**config.mk**
```make
export PLATFORM = sky130hd
export DESIGN_NAME = trig_matcher
export DESIGN_NICKNAME = d
export VERILOG_FILES = /design/src/rtl/trig_pkg.sv /design/src/rtl/trig_cfg_regs.sv /design/src/rtl/trig_chan_eval.sv /design/src/rtl/trig_fire_ctl.sv /design/src/rtl/trig_matcher.sv
export SDC_FILE = /design/constraint.sdc
export NUM_CORES = 1
export LEC_CHECK = 0
export ABC_CLOCK_PERIOD_IN_PS = 5900
export BUFFER_PORTS_ARGS = -buffer_cell sky130_fd_sc_hd__buf_2
export CAP_MARGIN = 20
export CORE_MARGIN = 5
export CORE_UTILIZATION = 57
export CTS_CLUSTER_SIZE = 20
export DETAILED_ROUTE_END_ITERATION = 6
export PLACE_DENSITY = 0.84
export REMOVE_ABC_BUFFERS = 1
export SYNTH_ARGS = -nofsm -noshare
export SYNTH_HDL_FRONTEND = slang
export SYNTH_SLANG_ARGS = --single-unit
```
**constraint.sdc**
```tcl
create_clock -name clk -period 5.9 [get_ports clk]
set_clock_uncertainty 0.1 [all_clocks]
set_input_delay 0.59 -clock clk [delete_from_list [all_inputs] [get_ports clk]]
set_output_delay 0.59 -clock clk [all_outputs]
set_load 0.03 [all_outputs]
```
**src/rtl/trig_pkg.sv**
```systemverilog
package trig_pkg;
  localparam int unsigned CH_N   = 16;
  localparam int unsigned WORD_W = 32;

  typedef enum logic [1:0] {
    W_CAPTURE = 2'd0,
    W_ENABLE  = 2'd1,
    W_LEVEL   = 2'd2,
    W_POLAR   = 2'd3
  } cfg_word_e;
endpackage

```
**src/rtl/trig_cfg_regs.sv**
```systemverilog
module trig_cfg_regs
  import trig_pkg::*;
#(
  parameter int unsigned CH = CH_N,
  parameter int unsigned DW = WORD_W
) (
  input  logic          clk,
  input  logic          rst,
  input  logic          we,
  input  logic [1:0]    addr,
  input  logic [DW-1:0] wdata,
  output logic [CH-1:0] cap_q,
  output logic [CH-1:0] en_q,
  output logic [CH-1:0] lvl_q,
  output logic [CH-1:0] pol_q,
  output logic          err_now,
  output logic          err_q
);
  localparam int unsigned CW = $clog2(CH + 1);

  logic unused_hi;
  assign unused_hi = ^wdata[DW-1:CH];

  logic [CH-1:0] edge_ch;
  logic [CW-1:0] edge_cnt;

  always_ff @(posedge clk) begin
    if (rst) begin
      cap_q <= '0;
      en_q  <= '0;
      lvl_q <= '0;
      pol_q <= '0;
    end else if (we) begin
      case (cfg_word_e'(addr))
        W_CAPTURE: cap_q <= wdata[CH-1:0];
        W_ENABLE:  en_q  <= wdata[CH-1:0];
        W_LEVEL:   lvl_q <= wdata[CH-1:0];
        default:   pol_q <= wdata[CH-1:0];
      endcase
    end
  end

  assign edge_ch = cap_q & en_q & ~lvl_q;

  always_comb begin
    edge_cnt = '0;
    for (int i = 0; i < CH; i++) edge_cnt = edge_cnt + CW'(edge_ch[i]);
  end

  assign err_now = (edge_cnt > CW'(1));

  always_ff @(posedge clk) begin
    if (rst) err_q <= 1'b0;
    else     err_q <= err_now;
  end

  // enable write lands in the next cycle
  a_r2_enable_write: assert property (@(posedge clk) disable iff (rst)
    (we && addr == 2'd1) |=> (en_q == $past(wdata[CH-1:0])));
  // no write, masks unchanged
  a_r2_masks_hold: assert property (@(posedge clk) disable iff (rst)
    !we |=> ($stable(cap_q) && $stable(lvl_q) && $stable(pol_q) && $stable(en_q)));
  // registered error follows the mask state
  a_r7_err_tracks: assert property (@(posedge clk) disable iff (rst)
    err_q == $past(err_now));
endmodule

```
**src/rtl/trig_chan_eval.sv**
```systemverilog
module trig_chan_eval
  import trig_pkg::*;
#(
  parameter int unsigned CH = CH_N
) (
  input  logic          clk,
  input  logic          rst,
  input  logic          sample_en,
  input  logic [CH-1:0] din,
  input  logic [CH-1:0] cap,
  input  logic [CH-1:0] en,
  input  logic [CH-1:0] lvl,
  input  logic [CH-1:0] pol,
  output logic          match
);
  logic [CH-1:0] prev_q;
  logic          prev_vld_q;
  logic [CH-1:0] ok;

  always_ff @(posedge clk) begin
    if (rst) begin
      prev_q     <= '0;
      prev_vld_q <= 1'b0;
    end else if (sample_en) begin
      prev_q     <= din;
      prev_vld_q <= 1'b1;
    end
  end

  for (genvar i = 0; i < CH; i++) begin : g_ch
    logic lvl_hit, rise, fall, edge_hit, cond;
    always_comb begin
      lvl_hit  = ~(din[i] ^ pol[i]);
      rise     = ~prev_q[i] & din[i];
      fall     = prev_q[i] & ~din[i];
      edge_hit = prev_vld_q & (pol[i] ? fall : rise);
      cond     = lvl[i] ? lvl_hit : edge_hit;
      ok[i]    = ~(en[i] & cap[i]) | cond;
    end
  end

  assign match = &ok;

  // previous sample captured on a tick
  a_r6_prev_tracks: assert property (@(posedge clk) disable iff (rst)
    sample_en |=> (prev_q == $past(din)));
  // previous sample frozen between ticks
  a_r6_prev_holds: assert property (@(posedge clk) disable iff (rst)
    !sample_en |=> $stable(prev_q));
endmodule

```
**src/rtl/trig_fire_ctl.sv**
```systemverilog
module trig_fire_ctl (
  input  logic clk,
  input  logic rst,
  input  logic arm,
  input  logic sample_en,
  input  logic match,
  input  logic err_now,
  output logic pulse,
  output logic hold
);
  logic fire;

  assign fire = arm & ~hold & sample_en & match & ~err_now;

  always_ff @(posedge clk) begin
    if (rst) begin
      pulse <= 1'b0;
      hold  <= 1'b0;
    end else begin
      pulse <= fire;
      hold  <= arm & (hold | fire);
    end
  end

  // pulse lasts one cycle
  a_r9_single_pulse: assert property (@(posedge clk) disable iff (rst)
    pulse |=> !pulse);
  // pulse comes with the latch
  a_r9_pulse_sets_hold: assert property (@(posedge clk) disable iff (rst)
    pulse |-> hold);
  // disarm clears the latch
  a_r9_disarm_clears: assert property (@(posedge clk) disable iff (rst)
    !arm |=> !hold);
  // never fire with an error in the masks
  a_r7_no_fire_on_err: assert property (@(posedge clk) disable iff (rst)
    pulse |-> $past(!err_now));
  // firing only follows a sample tick
  a_r6_needs_sample: assert property (@(posedge clk) disable iff (rst)
    pulse |-> $past(sample_en && arm));
endmodule

```
**src/rtl/trig_matcher.sv**
```systemverilog
module trig_matcher
  import trig_pkg::*;
#(
  parameter int unsigned CH = CH_N,
  parameter int unsigned DW = WORD_W
) (
  input  logic          clk,
  input  logic          rst,
  input  logic          cfg_we,
  input  logic [1:0]    cfg_addr,
  input  logic [DW-1:0] cfg_wdata,
  input  logic          sample_en,
  input  logic          arm,
  input  logic [CH-1:0] din,
  output logic          trig_pulse,
  output logic          trig_hold,
  output logic          cfg_err
);
  logic [CH-1:0] cap, en, lvl, pol;
  logic          err_now, match;

  trig_cfg_regs #(.CH(CH), .DW(DW)) u_cfg (
    .clk(clk), .rst(rst), .we(cfg_we), .addr(cfg_addr), .wdata(cfg_wdata),
    .cap_q(cap), .en_q(en), .lvl_q(lvl), .pol_q(pol),
    .err_now(err_now), .err_q(cfg_err)
  );

  trig_chan_eval #(.CH(CH)) u_eval (
    .clk(clk), .rst(rst), .sample_en(sample_en), .din(din),
    .cap(cap), .en(en), .lvl(lvl), .pol(pol), .match(match)
  );

  trig_fire_ctl u_fire (
    .clk(clk), .rst(rst), .arm(arm), .sample_en(sample_en),
    .match(match), .err_now(err_now), .pulse(trig_pulse), .hold(trig_hold)
  );

  // outputs quiet right after reset
  a_r1_reset_quiet: assert property (@(posedge clk)
    $past(rst) |-> (!trig_pulse && !trig_hold && !cfg_err));
endmodule

```
# --- Word-level counts from Yosys, hierarchy flattened ---
# Index checks and enable logic that the tools add are counted.
word_totals:
  input_bits: 55
  regBits: 84
  word_cells: 238
op_classes:
  reduce_logical: 7
  muxes: 32
  order_cmp: 1
  bitwise_logic: 172
  addsub: 15
  eq_ne: 2
op_table:
  columns: ["operator", "count"]
  rows:
  - ["5-bit by 1-bit adder with 5-bit output", 14]
  - ["1-bit AND", 69]
  - ["1-bit inverter", 67]
  - ["16-bit AND", 2]
  - ["1-bit 2-to-1 mux", 32]
  - ["1-bit bitwise OR", 17]
  - ["16-bit inverter", 1]
  - ["16-bit AND reduction", 1]
  - ["1-bit XOR", 16]
  - ["2-bit AND reduction", 4]
  - ["5-bit by 1-bit greater-than comparator with 1-bit output, second input constant", 1]
  - ["3-bit OR reduction", 1]
  - ["1-bit by 1-bit adder with 2-bit output", 1]
  - ["2-bit by 1-bit == test with 1-bit output, second input constant", 1]
  - ["2-bit == test, second input constant", 1]
  - ["2-bit zero test", 1]

# --- Logic depth before layout (Yosys ltp) ---
# Gate-level depths: netlist of run 1.
depth:
  ltp_word: 22
  depth_mapped: 18

# --- Cells and area by module ---
# A second synthesis of run 1 with hierarchy kept.
unflattened:
  cells_unflattened: 520
  hier_area_um2: 4225.3
by_module_without_submodules:
  columns: ["mod", "area_each_um2", "instances", "cells_per_inst"]
  rows:
  - ["trig_cfg_regs", 2785.2, 1, 342]
  - ["trig_chan_eval", 1355.0, 1, 171]
  - ["trig_fire_ctl", 85.1, 1, 7]

# --- Least setup slack after synthesis of run 1 ---
# No wires, ideal clock.
synth_timing:
  path_kind: "flip-flop to flip-flop"
  start: "reg u_cfg.cap_q[0]"
  end: "reg u_fire.hold"
  setup_slack_ns: 1.030
  t_arrival_ns: 4.701
  n_path_buf: 0
  period_less_slack_ns: 4.870
  required_time_ns: 5.730
  stages_incl_launch_ff: 19
  cell_sequence: "dfxtp_1 > nand2_1 > nor2_1 > ha_1 > inv_1 > fa_1 > fa_1 > fa_1 > inv_1 > fa_1 > inv_1 > fa_1 > fa_1 > nor2_1 > a31oi_1 > a211oi_1 > nand4_1 > or4_1 > a21oi_1"
synth_between:
  elab_chain_len: 22
  word_cells_on_any_way: 27
synth_lines:
  columns: ["item", "line_no", "rtl"]
  rows:
  - ["start: declaration", "trig_cfg_regs.sv:12", "output logic [CH-1:0] cap_q,"]
  - ["start signal: assignment", "trig_cfg_regs.sv:35", "W_CAPTURE: cap_q <= wdata[CH-1:0];"]
  - ["16-bit AND (2 in a row)", "trig_cfg_regs.sv:43", "assign edge_ch = cap_q & en_q & ~lvl_q;"]
  - ["1-bit by 1-bit adder with 2-bit output", "trig_cfg_regs.sv:47", "for (int i = 0; i < CH; i++) edge_cnt = edge_cnt + CW'(edge_ch[i]);"]
  - ["5-bit by 1-bit adder with 5-bit output (14 in a row)", "trig_cfg_regs.sv:47", null]
  - ["5-bit by 1-bit greater-than comparator with 1-bit output", "trig_cfg_regs.sv:50", "assign err_now = (edge_cnt > CW'(1));"]
  - ["1-bit inverter", "trig_fire_ctl.sv:13", "assign fire = arm & ~hold & sample_en & match & ~err_now;"]
  - ["1-bit AND *", "trig_fire_ctl.sv:13", null]
  - ["1-bit bitwise OR *", "trig_fire_ctl.sv:21", "hold <= arm & (hold | fire);"]
  - ["1-bit AND *", "trig_fire_ctl.sv:21", null]
  - ["end signal: assignment", "trig_fire_ctl.sv:21", null]
  - ["end: declaration", "trig_fire_ctl.sv:9", "output logic hold"]
# Mark *: on every way between the ends. The rest lies on a longest branch, timed or not.
# A chain may end at the register's enable or synchronous reset.

# --- Final worst setup path of run 1 ---
layout_timing:
  start: "reg u_cfg.lvl_q[0]"
  end: "reg u_fire.hold"
layout_between:
  elab_chain_len: 22
  word_cells_on_any_way: 26
layout_lines:
  columns: ["item", "line_no", "rtl"]
  rows:
  - ["start: declaration", "trig_cfg_regs.sv:14", "output logic [CH-1:0] lvl_q,"]
  - ["start signal: assignment", "trig_cfg_regs.sv:37", "W_LEVEL: lvl_q <= wdata[CH-1:0];"]
  - ["16-bit inverter", "trig_cfg_regs.sv:43", null]
  - ["16-bit AND", "trig_cfg_regs.sv:43", null]
  - ["1-bit by 1-bit adder with 2-bit output", "trig_cfg_regs.sv:47", null]
  - ["5-bit by 1-bit adder with 5-bit output (14 in a row)", "trig_cfg_regs.sv:47", null]
  - ["5-bit by 1-bit greater-than comparator with 1-bit output", "trig_cfg_regs.sv:50", null]
  - ["1-bit inverter", "trig_fire_ctl.sv:13", null]
  - ["1-bit AND *", "trig_fire_ctl.sv:13", null]
  - ["1-bit bitwise OR *", "trig_fire_ctl.sv:21", null]
  - ["1-bit AND *", "trig_fire_ctl.sv:21", null]
# Marked as above.

==> results.rst, run 1 <==
.. list-table::
   :header-rows: 1

   * - Metric
     - Value
   * - Count of final setup violators
     - 0
   * - Synthesized area per cell
     - 7.89 um^2
   * - Proportion of netlist area held by the largest area contributor
     - 0.410
   * - Status
     - complete, no violations
   * - Clock transition at the register clock pins on the worst setup and hold paths after CTS
     - 0.08 ns
   * - Number of fill cells
     - 635
   * - Area of the placeable core
     - 0.00714 mm^2
   * - DRC violations left
     - 0
   * - Most common cell type on the critical path
     - fa_1
   * - Count of state elements after synthesis
     - 84
   * - Iteration-0 DRC count of the detailed router
     - 223
   * - Leading cell types in the layout, fill and taps excluded
     - 152 x nand2_1, 84 x dfxtp_1, 76 x a21oi_1
   * - Final routed wire length divided by cell count
     - 14.4 um
   * - Share of flip-flops with an asynchronous set or reset after synthesis
     - 0
   * - Clock period minus final worst setup slack
     - 5.17 ns
   * - Leakage component of the power
     - 1.81 nW
   * - Total area of multi-input combinational cells
     - 0.00227 mm^2
   * - Dpl ws
     - 0.741 ns
   * - Final GP Congestion
     - 0.796
   * - Synthesis warning total
     - 0
   * - Router iterations before antenna repair
     - 5
   * - Number of clock sinks seen by CTS
     - 84
   * - Nets@finish
     - 620
   * - Number of instances on the worst hold path
     - 2
   * - # IOs
     - 58
   * - Share of cells above drive strength 1
     - 0.124
   * - Overall routing resource usage
     - 0.222
   * - Number of clock buffers inserted by TritonCTS
     - 9
   * - Root buffer selected by CTS
     - clkbuf_8
   * - Max Used Layer
     - met4
   * - Endpoint type of the worst setup path
     - flip-flop
   * - Port buffer count
     - 41
   * - Worst rel slew slack
     - 0.414
   * - Initial standard-cell utilization of the core
     - 0.575
   * - CTS tree
     - done
   * - Number of stages on the worst setup path
     - 17
   * - Half-perimeter wire length after detailed placement
     - 6040 um
   * - Number of rows in the core area
     - 31
   * - P per Cell Area
     - 249 mW/mm^2
   * - Total congestion overflow after global routing
     - 0
   * - Antenna violations before repair
     - 0
   * - Average vias per placed instance
     - 5.43
   * - Cell family contributing the most delay on the critical path
     - adder cells
   * - Unrepaired setup endpoints after global routing
     - false
   * - Max-cap violations
     - 0
   * - Critical path launch point type
     - flip-flop
   * - Synth-to-Final Area Change
     - 11.0%
   * - Yosys top cell by area
     - dfxtp_1
   * - Via count of the first global-routing pass
     - 3402
   * - Skew-Pair Late Insertion Delay
     - 0.36 ns
   * - Data arrival at the endpoint of the critical path
     - 5.36 ns
   * - Transition time of the tightest slew-check pin
     - 0.879 ns
   * - Synthesized area
     - 0.00411 mm^2
   * - Cell count after synthesis
     - 520
   * - Minimum setup slack in the final design
     - 0.728 ns
   * - Critical path data required time
     - 6.09 ns
   * - Number of nets still failing antenna checks after routing
     - 0
   * - First-pass GRT wire length
     - 15400 um
   * - Floorplan die area
     - 0.00900 mm^2
   * - Area of all sequential standard cells
     - 0.00168 mm^2
   * - Met2 layer wire length in the routed design
     - 4660 um
   * - Via total after detailed routing
     - 3552
   * - Largest cells by area after synthesis
     - dfxtp_1 41%, nand2_1 14%, a21oi_1 9.3%, fa_1 4.9%, mux2i_1 3.9%
   * - Routed metal-1 wirelength
     - 4060 um
   * - Max-slew violation total from the final report
     - 0
   * - Worst min-delay path category
     - flip-flop to flip-flop
   * - CP max FO
     - 4
   * - Overall power
     - 1.13 mW
   * - Antenna Cells
     - 0
   * - WS Path Type
     - flip-flop to flip-flop
   * - Maximum operating frequency
     - 193 MHz
   * - Maximum number of pins on one net before global-route repair
     - 85
   * - Total number of H-tree levels
     - 3
   * - Number of synthesized flops with an enable pin
     - 0
   * - Number of buffers on the longest clock path
     - 2
   * - Worst IR Drop VDD
     - 0.136 mV
   * - Worst path buffer plus inverter count
     - 3
   * - Part of the Yosys area used for sequential elements
     - 0.410
   * - Die span in x
     - 94.9 um
   * - Floorplan die height
     - 94.9 um
   * - Sum of met3 wire segment lengths after detailed routing
     - 570 um
   * - Slowest CP cell
     - fa_1
   * - Most common cell after layout, fill and taps aside
     - nand2_1
   * - Post-CTS Hold Buffers
     - 0
   * - Sequence of cells on the critical path
     - nor2_1 -> ha_1 -> inv_1 -> fa_1 -> fa_1 -> fa_1 -> inv_1 -> fa_1 -> inv_1 -> fa_1 -> fa_1 -> nor2_1 -> a31oi_1 -> a211oi_1 -> nand4_1 -> or4_1 -> a21oi_1
   * - Delay of the slowest cell on the worst path
     - 0.55 ns
   * - Final sum of negative setup slack
     - 0 ns
   * - Count of unique library cells instantiated by Yosys
     - 36
   * - Post-CTS setup buffer count
     - 0
   * - Final Hold Fails
     - 0
   * - Part of the cycle the worst path needs
     - 0.877
   * - Final WL
     - 9410 um
   * - Cells resized by post-CTS repair
     - 0
   * - Most used flip-flop cell after synthesis
     - dfxtp_1
   * - Worst R2R Path Depth
     - 17
==> cell usage after synthesis, types with 8 or more instances <==
cell type / number
nor2b_1: 10
mux2i_1: 16
fa_1: 10
nor2_1: 34
clkbuf_1: 22
a21oi_1: 76
nor3b_1: 11
o21ai_0: 9
nand2_1: 152
and3b_1: 10
inv_1: 13
xnor2_1: 16
dfxtp_1: 84
nand2b_1: 8
==> state kept, by name (all words and copies together) (netlist names) <==
name / count
u_cfg.cap_q: 16
u_cfg.en_q: 16
u_cfg.err_q: 1
u_cfg.lvl_q: 16
u_cfg.pol_q: 16
u_eval.prev_q: 16
u_eval.prev_vld_q: 1
u_fire.hold: 1
u_fire.pulse: 1
==> kinds of logic (layout without fill, tap and decap cells) <==
| logic type | Yosys count | count (layout) | share of synthesized area |
|---|---|---|---|
| and+or+nand+nor | 245 | 245 | 0.273 |
| buffers and inverters | 38 | 73 | 0.0369 |
| DFF | 84 | 84 | 0.410 |
| muxes | 16 | 16 | 0.0390 |
| adders and majority gates | 15 | 15 | 0.0640 |
| AOI/OAI and AO/OA | 106 | 106 | 0.143 |
| xor gates and xnor gates | 16 | 16 | 0.0341 |
==> final cells by class <==
| class | count | area share |
|---|---|---|
| multi-input cells | 398 | 0.499 |
| flip-flops and latches | 84 | 0.369 |
| repair buffers | 44 | 0.0500 |
| clock buffers | 11 | 0.0332 |
| well taps | 99 | 0.0272 |
| clock inverters | 5 | 0.0110 |
| inverters | 13 | 0.0107 |
==> metrics by stage <==
stage	cell area, um^2	instances	hold slack, ns	util
final	4560	654	0.355	0.638
after global routing	4560	654	0.376	0.638
after CTS	4560	654	0.357	0.638
after detailed placement	4350	638	0.347	0.610
after global placement	4350	638	0.341	0.610
after floorplan	4000	495	0.330	-
==> layer usage <==
metal | up-vias | track usage
met5 | - | 0
met4 | 0 | 0.0757
met3 | 13 | 0.0510
met2 | 88 | 0.378
met1 | 1671 | 0.277
li1 | 1780 | -
==> report_power, final <==
part	leakage (nW)	internal, mW	switching (mW)
combinational	1.02	0.0455	0.0659
sequential	0.685	0.588	0.0182
clock	0.109	0.216	0.200
total	1.81	0.850	0.284
==> worst reg2reg max path, stage by stage (launching register included) <==
cell	delay (ns)
dfxtp_1	0.38
nor2_1	0.08
ha_1	0.28
inv_1	0.05
fa_1	0.50
fa_1	0.52
fa_1	0.55
inv_1	0.06
fa_1	0.52
inv_1	0.05
fa_1	0.44
fa_1	0.38
nor2_1	0.10
a31oi_1	0.11
a211oi_1	0.28
nand4_1	0.11
or4_1	0.44
a21oi_1	0.15
==> final timing paths <==
kind / endpoint / slack [ns] / start
worst max register to register: u_fire.hold$_SDFF_PP0_ / 0.73 / u_cfg.lvl_q[0]$_SDFFE_PP0P_
worst max-delay path: u_fire.hold$_SDFF_PP0_ / 0.73 / u_cfg.lvl_q[0]$_SDFFE_PP0P_
worst min register to register: u_cfg.en_q[3]$_SDFFE_PP0P_ / 0.36 / u_cfg.en_q[3]$_SDFFE_PP0P_
worst min-delay path: u_cfg.en_q[3]$_SDFFE_PP0P_ / 0.36 / u_cfg.en_q[3]$_SDFFE_PP0P_
Note: power is estimated with default switching activity, not from simulation.
==> run 2: changes to the inputs <==
--- a/config.mk
+++ b/config.mk
@@ -5,7 +5,7 @@
 export SDC_FILE = /design/constraint.sdc
 export NUM_CORES = 1
 export LEC_CHECK = 0
-export ABC_CLOCK_PERIOD_IN_PS = 5900
+export ABC_CLOCK_PERIOD_IN_PS = 5200
 export BUFFER_PORTS_ARGS = -buffer_cell sky130_fd_sc_hd__buf_2
 export CAP_MARGIN = 20
 export CORE_MARGIN = 5
==> constraint.sdc (replaced) <==
create_clock -name clk -period 5.2 [get_ports clk]
set_clock_uncertainty 0.1 [all_clocks]
set_input_delay 0.52 -clock clk [delete_from_list [all_inputs] [get_ports clk]]
set_output_delay 0.52 -clock clk [all_outputs]
set_load 0.03 [all_outputs]
==> run 2 against run 1 <==
Effect of this change:
- count of clock-buffer cells in the layout up 1
- power grew 10%
- via count is 0.11% lower
- final cell count did not move
- first-iteration DRC count stayed put
- sequential share of layout area about the same
- register-to-register slack worse by 0.50 ns
- combinational power rose by 14%
- clock power increased by 4.8%
- flip-flop and latch count stayed put
- largest cell class unchanged
==> results.rst, run 2 (synthesized netlist as in run 1, its figures left out) <==
.. list-table::
   :header-rows: 1

   * - Metric
     - Value
   * - Area of the placeable core
     - 0.00714 mm^2 (unchanged)
   * - Worst rel slew slack
     - 0.389 (was 0.414)
   * - Final Hold Fails
     - 0 (unchanged)
   * - Post-CTS Hold Buffers
     - 0 (unchanged)
   * - Via count of the first global-routing pass
     - 3459 (was 3402)
   * - Overall routing resource usage
     - 0.225 (was 0.222)
   * - Data arrival at the endpoint of the critical path
     - 5.16 ns (was 5.36 ns)
   * - Half-perimeter wire length after detailed placement
     - 6150 um (was 6040 um)
   * - Reg2reg start
     - u_cfg.lvl_q[0]$_SDFFE_PP0P_ (unchanged)
   * - Total number of H-tree levels
     - 3 (unchanged)
   * - Finished Layout Cells
     - 654 (unchanged)
   * - WS Path Type
     - flip-flop to flip-flop (unchanged)
   * - Router iterations before antenna repair
     - 5 (unchanged)
   * - Post-CTS setup buffer count
     - 0 (unchanged)
   * - Maximum operating frequency
     - 201 MHz (was 193 MHz)
   * - # IOs
     - 58 (unchanged)
   * - Hold path start
     - arm (was u_cfg.en_q[3]$_SDFFE_PP0P_)
   * - Maximum number of pins on one net before global-route repair
     - 85 (unchanged)
   * - Port buffer count
     - 41 (unchanged)
   * - Floorplan die area
     - 0.00900 mm^2 (unchanged)
   * - Initial standard-cell utilization of the core
     - 0.575 (unchanged)
   * - CP max FO
     - 4 (unchanged)
   * - Die span in x
     - 94.9 um (unchanged)
   * - Final WL
     - 9480 um (was 9410 um)
   * - Max-slew violation total from the final report
     - 0 (unchanged)
   * - Nets@finish
     - 620 (unchanged)
   * - Iteration-0 DRC count of the detailed router
     - 223 (unchanged)
   * - Number of nets still failing antenna checks after routing
     - 0 (unchanged)
   * - Part of the cycle the worst path needs
     - 0.956 (was 0.877)
   * - P per Cell Area
     - 275 mW/mm^2 (was 249 mW/mm^2)
   * - Number of clock buffers inserted by TritonCTS
     - 9 (unchanged)
   * - Cells resized by post-CTS repair
     - 0 (unchanged)
   * - Count of final setup violators
     - 0 (unchanged)
   * - Worst min-delay path category
     - input port to flip-flop (was flip-flop to flip-flop)
   * - First-pass GRT wire length
     - 15700 um (was 15400 um)
   * - Antenna violations before repair
     - 0 (unchanged)
   * - Leakage component of the power
     - 1.81 nW (about the same)
   * - Share of cells above drive strength 1
     - 0.133 (was 0.124)
   * - Leading cell types in the layout, fill and taps excluded
     - 152 x nand2_1, 83 x dfxtp_1, 76 x a21oi_1 (was 152 x nand2_1, 84 x dfxtp_1, 76 x a21oi_1)
   * - Total congestion overflow after global routing
     - 0 (unchanged)
   * - Placed insts
     - 638 (unchanged)
   * - Skew-Pair Late Insertion Delay
     - 0.35 ns (was 0.36 ns)
   * - Clock transition at the register clock pins on the worst setup and hold paths after CTS
     - 0.08 ns (about the same)
   * - Design area
     - 0.00456 mm^2 (about the same)
   * - Final GP Congestion
     - 0.773 (was 0.796)
   * - Average vias per placed instance
     - 5.43 (about the same)
   * - Root buffer selected by CTS
     - clkbuf_8 (unchanged)
   * - Via total after detailed routing
     - 3548 (was 3552)
   * - Final sum of negative setup slack
     - 0 ns (unchanged)
   * - Endpoint type of the worst setup path
     - flip-flop (unchanged)
   * - Critical path launch point type
     - flip-flop (unchanged)
   * - Synth-to-Final Area Change
     - 11.0% (about the same)
   * - Number of buffers on the longest clock path
     - 2 (unchanged)
   * - Final routed wire length divided by cell count
     - 14.5 um (was 14.4 um)
   * - Unrepaired setup endpoints after global routing
     - false (unchanged)
   * - Critical path data required time
     - 5.39 ns (was 6.09 ns)
   * - Most common cell after layout, fill and taps aside
     - nand2_1 (unchanged)
   * - Clock period minus final worst setup slack
     - 4.97 ns (was 5.17 ns)
   * - Antenna Cells
     - 0 (unchanged)
   * - CTS tree
     - done (unchanged)
   * - Placement-stage cell area
     - 0.00435 mm^2 (unchanged)
   * - Critical Path Source
     - u_cfg.lvl_q[0]$_SDFFE_PP0P_ (unchanged)
   * - Max-cap violations
     - 0 (unchanged)
   * - Floorplan die height
     - 94.9 um (unchanged)
   * - Transition time of the tightest slew-check pin
     - 0.914 ns (was 0.879 ns)
   * - Number of clock sinks seen by CTS
     - 84 (unchanged)
   * - Number of rows in the core area
     - 31 (unchanged)
   * - Worst IR Drop VDD
     - 0.139 mV (was 0.136 mV)
   * - Status
     - complete, no violations (unchanged)
   * - DRC violations left
     - 0 (unchanged)
## run 2: final timing paths
check	to	slack, ns	depth (start not counted)
worst max-delay path	u_fire.hold$_SDFF_PP0_	0.23	16
worst min-delay path	u_fire.hold$_SDFF_PP0_	0.31	3
worst max register to register	u_fire.hold$_SDFF_PP0_	0.23	16
worst min register to register	u_cfg.cap_q[15]$_SDFFE_PP0P_	0.36	2
## run 2: layout make-up
class	instances	area, um^2
fill	658	2580
multi-input combinational	398	2290
sequential	84	1680
timing repair buffer	44	228
clock buffer	12	165
tap	99	124
inverter	13	48.8
clock inverter	4	22.5
## run 2: power by group
group / internal (mW) / switching (mW)
Combinational: 0.0521 / 0.0743
Sequential: 0.668 / 0.0207
Clock: 0.210 / 0.226
## run 2: per-layer routing
metal	wire length [um]	global-route usage	up-vias
met3	532	0.0398	9
li1	-	-	1784
met4	106	0.0781	0
met2	4730	0.376	99
met5	0	0	-
met1	4110	0.293	1656
## run 2: metrics by stage
step	power, mW	worst slack, ns	utilization	hold WS [ns]
after floorplan	0.765	0.330	-	0.330
after global placement	0.822	0.157	0.610	0.341
after detailed placement	0.828	0.0655	0.610	0.347
after CTS	1.26	0.00770	0.636	0.304
after global routing	1.31	0.0110	0.638	0.301
final	1.25	0.230	0.638	0.311
## run 2: worst max-delay path: stages (launching register included)
cell      delay (ns)
dfxtp_1         0.38
nor2_1          0.07
ha_1            0.28
inv_1           0.05
fa_1            0.57
fa_1            0.45
fa_1            0.55
inv_1           0.05
fa_1            0.52
inv_1           0.05
fa_2            0.35
fa_2            0.52
nand2_1         0.07
a211oi_2        0.21
nand4_1         0.11
or4_4           0.43
a21oi_1         0.14
==> run 3: changes to the inputs <==
--- a/config.mk
+++ b/config.mk
@@ -5,6 +5,7 @@
 export SDC_FILE = /design/constraint.sdc
 export NUM_CORES = 1
 export LEC_CHECK = 0
+export ABC_AREA = 1
 export ABC_CLOCK_PERIOD_IN_PS = 5200
 export BUFFER_PORTS_ARGS = -buffer_cell sky130_fd_sc_hd__buf_2
 export CAP_MARGIN = 20
==> run 3 against run 2 <==
Effect of this change:
- register-to-register slack improved by 0.15 ns
- critical endpoint unchanged
- flip-flop and latch count unchanged
- worst setup slack improved by 0.15 ns
- final cell count increased by 17%
- synthesized cell count increased by 21%
- hold slack got worse by 0.014 ns
- largest power group unchanged
- highest routed layer unchanged
- sequential power increased by 2%
- global-route usage decreased by 0.42 points
==> results.rst, run 3 <==
.. list-table::
   :header-rows: 1

   * - Metric
     - Value
   * - Status
     - complete, no violations (unchanged)
   * - Total number of H-tree levels
     - 3 (unchanged)
   * - Critical path launch point type
     - flip-flop (unchanged)
   * - CP max FO
     - 2 (was 4)
   * - Critical path data required time
     - 5.40 ns (was 5.39 ns)
   * - Unrepaired setup endpoints after global routing
     - false (unchanged)
   * - Synthesis warning total
     - 0 (unchanged)
   * - Max-cap violations
     - 0 (unchanged)
   * - Post-synthesis adder-cell area fraction
     - 0.0628 (was 0.0640)
   * - Via total after detailed routing
     - 3897 (was 3548)
   * - Share of flip-flops with an asynchronous set or reset after synthesis
     - 0 (unchanged)
   * - Share of cells above drive strength 1
     - 0.0872 (was 0.133)
   * - Synth-to-Final Area Change
     - 10.7% (was 11.0%)
   * - Synthesized area
     - 0.00418 mm^2 (was 0.00411 mm^2)
   * - Count of unique library cells instantiated by Yosys
     - 20 (was 36)
   * - Most used flip-flop cell after synthesis
     - dfxtp_1 (unchanged)
   * - Antenna violations before repair
     - 0 (unchanged)
   * - Leading cell types in the layout, fill and taps excluded
     - 131 x nand2_1, 120 x nor2_1, 90 x o21ai_0 (was 152 x nand2_1, 83 x dfxtp_1, 76 x a21oi_1)
   * - WS Path Type
     - flip-flop to flip-flop (unchanged)
   * - Count of final setup violators
     - 0 (unchanged)
   * - Area of the placeable core
     - 0.00721 mm^2 (was 0.00714 mm^2)
   * - Root buffer selected by CTS
     - clkbuf_8 (unchanged)
   * - Antenna Cells
     - 0 (unchanged)
   * - Leading cell type by number of instances after synthesis
     - nand2_1 (unchanged)
   * - Largest cells by area after synthesis
     - dfxtp_1 40%, nand2_1 12%, nor2_1 11%, o21ai_0 11%, inv_1 7.7% (was dfxtp_1 41%, nand2_1 14%, a21oi_1 9.3%, fa_1 4.9%, mux2i_1 3.9%)
   * - Cell family contributing the most delay on the critical path
     - adder cells (unchanged)
   * - Floorplan die height
     - 95.7 um (was 94.9 um)
   * - Proportion of power drawn by the clock network
     - 0.366 (was 0.349)
   * - Number of synthesized flops with an enable pin
     - 0 (unchanged)
   * - Leakage component of the power
     - 2.20 nW (was 1.81 nW)
   * - Final routed wire length divided by cell count
     - 12.3 um (was 14.5 um)
   * - Cell types with the highest counts after synthesis
     - 131 x nand2_1, 120 x nor2_1, 90 x o21ai_0 (was 152 x nand2_1, 84 x dfxtp_1, 76 x a21oi_1)
   * - Slowest CP cell
     - fa_1 (unchanged)
   * - Combinational family with the most area after synthesis
     - simple AND/OR/NAND/NOR gates (unchanged)
   * - Logic pwr share
     - 0.114 (was 0.101)
   * - Nets@finish
     - 731 (was 620)
   * - Most common cell after layout, fill and taps aside
     - nand2_1 (unchanged)
   * - Iteration-0 DRC count of the detailed router
     - 243 (was 223)
   * - P per Cell Area
     - 291 mW/mm^2 (was 275 mW/mm^2)
   * - Seq pwr share
     - 0.521 (was 0.550)
   * - Number of buffers on the longest clock path
     - 2 (unchanged)
   * - Via count of the first global-routing pass
     - 3677 (was 3459)
   * - Cell count after synthesis
     - 630 (was 520)
   * - Floorplan die area
     - 0.00915 mm^2 (was 0.00900 mm^2)
   * - Die span in x
     - 95.7 um (was 94.9 um)
   * - Endpoint type of the worst setup path
     - flip-flop (unchanged)
   * - Proportion of netlist area held by the largest area contributor
     - 0.402 (was 0.410)
   * - Synth Area in Simple Gates
     - 0.258 (was 0.273)
   * - Worst IR Drop VDD
     - 0.189 mV (was 0.139 mV)
   * - Clock transition at the register clock pins on the worst setup and hold paths after CTS
     - 0.08 ns (about the same)
   * - Yosys top cell by area
     - dfxtp_1 (unchanged)
   * - Worst path buffer plus inverter count
     - 5 (was 3)
   * - Number of stages on the worst setup path
     - 23 (was 16)
   * - First-pass GRT wire length
     - 15700 um (about the same)
   * - Minimum setup slack in the final design
     - 0.376 ns (was 0.230 ns)
   * - Initial standard-cell utilization of the core
     - 0.580 (was 0.575)
   * - Area fraction in compound gates after synthesis
     - 0.177 (was 0.143)
   * - Part of the cycle the worst path needs
     - 0.928 (was 0.956)
   * - Delay of the slowest cell on the worst path
     - 0.56 ns (was 0.57 ns)
   * - Skew-Pair Late Insertion Delay
     - 0.36 ns (was 0.35 ns)
   * - Number of instances on the worst hold path
     - 3 (unchanged)
   * - Transition time of the tightest slew-check pin
     - 1.00 ns (was 0.914 ns)
   * - Final WL
     - 9420 um (was 9480 um)
   * - Internal power
     - 999 uW (was 930 uW)
   * - Average vias per placed instance
     - 5.10 (was 5.43)
   * - Clock period minus final worst setup slack
     - 4.82 ns (was 4.97 ns)
   * - Number of nets still failing antenna checks after routing
     - 0 (unchanged)
   * - Number of clock buffers inserted by TritonCTS
     - 9 (unchanged)
   * - Half-perimeter wire length after detailed placement
     - 6570 um (was 6150 um)
   * - Worst rel slew slack
     - 0.330 (was 0.389)
   * - Part of the Yosys area used for sequential elements
     - 0.402 (was 0.410)
   * - Fraction of synthesized cell area in xor and xnor cells
     - 0 (was 0.0341)
   * - Max-slew violation total from the final report
     - 0 (unchanged)
   * - Dpl ws
     - 0.267 ns (was 0.0655 ns)
   * - Worst R2R Path Depth
     - 23 (was 16)
   * - CTS tree
     - done (unchanged)
   * - Number of clock sinks seen by CTS
     - 84 (unchanged)
   * - Multiplexer share of the synthesized area
     - 0 (was 0.0390)
   * - Maximum number of pins on one net before global-route repair
     - 79 (was 85)
   * - Maximum operating frequency
     - 207 MHz (was 201 MHz)
   * - Sequence of cells on the critical path
     - nand2_1 -> inv_1 -> nand2_1 -> inv_1 -> ha_1 -> inv_1 -> fa_1 -> fa_1 -> fa_1 -> inv_1 -> fa_1 -> inv_1 -> fa_2 -> fa_1 -> nor2_1 -> o21ai_0 -> nand2_1 -> nand3_1 -> nor2_1 -> nand2_1 -> nor2_1 -> nor2_1 -> nor2_1 (was nor2_1 -> ha_1 -> inv_1 -> fa_1 -> fa_1 -> fa_1 -> inv_1 -> fa_1 -> inv_1 -> fa_2 -> fa_2 -> nand2_1 -> a211oi_2 -> nand4_1 -> or4_4 -> a21oi_1)
   * - Port buffer count
     - 41 (unchanged)
   * - Net switching power of the design
     - 348 uW (was 321 uW)
   * - Final sum of negative setup slack
     - 0 ns (unchanged)
   * - Post-CTS setup buffer count
     - 0 (unchanged)
   * - Synthesized area per cell
     - 6.64 um^2 (was 7.89 um^2)
   * - Final Hold Fails
     - 0 (unchanged)
   * - Total congestion overflow after global routing
     - 0 (unchanged)
   * - Data arrival at the endpoint of the critical path
     - 5.02 ns (was 5.16 ns)
   * - Overall routing resource usage
     - 0.221 (was 0.225)
   * - Final GP Congestion
     - 0.766 (was 0.773)
   * - Worst min-delay path category
     - input port to flip-flop (unchanged)
   * - Number of fill cells
     - 675 (was 658)
   * - Switching Fraction
     - 0.258 (was 0.256)
   * - # IOs
     - 58 (unchanged)
   * - Router iterations before antenna repair
     - 5 (unchanged)
   * - Count of state elements after synthesis
     - 84 (unchanged)
   * - DRC violations left
     - 0 (unchanged)
   * - Number of rows in the core area
     - 31 (unchanged)
==> run 3: changes by cell type after synthesis, sizes merged, moves of 16 or more <==
| cell | previous run | this run |
|---|---|---|
| xnor2 | 16 | 0 |
| nand2 | 152 | 131 |
| nand3 | 2 | 21 |
| inv | 13 | 86 |
| a21oi | 76 | 52 |
| nor2 | 34 | 120 |
| mux2i | 16 | 0 |
| o21ai | 14 | 93 |
==> run 3: logic make-up after synthesis <==
family / Yosys count
adders and majority gates: 15
buffers and inverters: 108
AOI/OAI and AO/OA: 146
DFF: 84
and+or+nand+nor: 277
==> run 3: worst paths after layout <==
path                                       to                   startpoint  slack, ns
setup / recovery       u_fire.hold$_SDFF_PP0_   u_cfg.en_q[0]$_SDFFE_PP0P_       0.38
hold / removal         u_fire.hold$_SDFF_PP0_                          arm       0.30
setup reg to reg       u_fire.hold$_SDFF_PP0_   u_cfg.en_q[0]$_SDFFE_PP0P_       0.38
hold reg to reg   u_cfg.pol_q[4]$_SDFFE_PP0P_  u_cfg.pol_q[4]$_SDFFE_PP0P_       0.38
==> run 3: what timing repair did <==
item,CTS,global route
endpoints found under the setup margin,0,1
hold endpoints to repair,0,0
hold buffers,0,0
resized for setup,0,1
==> run 3: cell type report <==
cell class | count | area [um^2] | area share
Tap cell | 99 | 124 | 0.0267
Multi-Input combinational cell | 438 | 2090 | 0.450
Sequential cell | 84 | 1680 | 0.363
Clock buffer | 10 | 128 | 0.0276
Clock inverter | 5 | 77.6 | 0.0167
Timing Repair Buffer | 42 | 213 | 0.0459
Inverter | 86 | 323 | 0.0697
==> run 3: power by group through the flow <==
stage | registers [mW] | clock network (mW) | logic [mW]
after floorplan | 0.711 | 0 | 0.0980
after global placement | 0.714 | 0 | 0.145
after detailed placement | 0.716 | 0 | 0.152
after CTS | 0.701 | 0.503 | 0.153
after global routing | 0.706 | 0.535 | 0.177
final | 0.701 | 0.493 | 0.153
==> run 3: through the flow <==
step                      power (mW)  utilization  area (um^2)  hold slack, ns  std cells
after CTS                       1.36        0.642         4630           0.286        764
after detailed placement       0.868        0.613         4420           0.367        749
after global routing            1.42        0.642         4630           0.326        764
after floorplan                0.809            -         4090           0.346        608
after global placement         0.858        0.613         4420           0.356        749
final                           1.35        0.642         4630           0.297        764
==> run 3: metal layers <==
metal / GRT usage / share of wire / vias up / wire length (um)
met5: 0 / 0 / - / 0
met4: 0.0924 / 0.017 / 0 / 163
met3: 0.0418 / 0.052 / 14 / 492
met2: 0.381 / 0.50 / 98 / 4720
met1: 0.269 / 0.43 / 1750 / 4040
li1: - / - / 2035 / -
==> run 3: worst min-delay path, stage by stage <==
cell and delay, ns:
buf_2 0.10, nand2_1 0.05, nor2_1 0.04
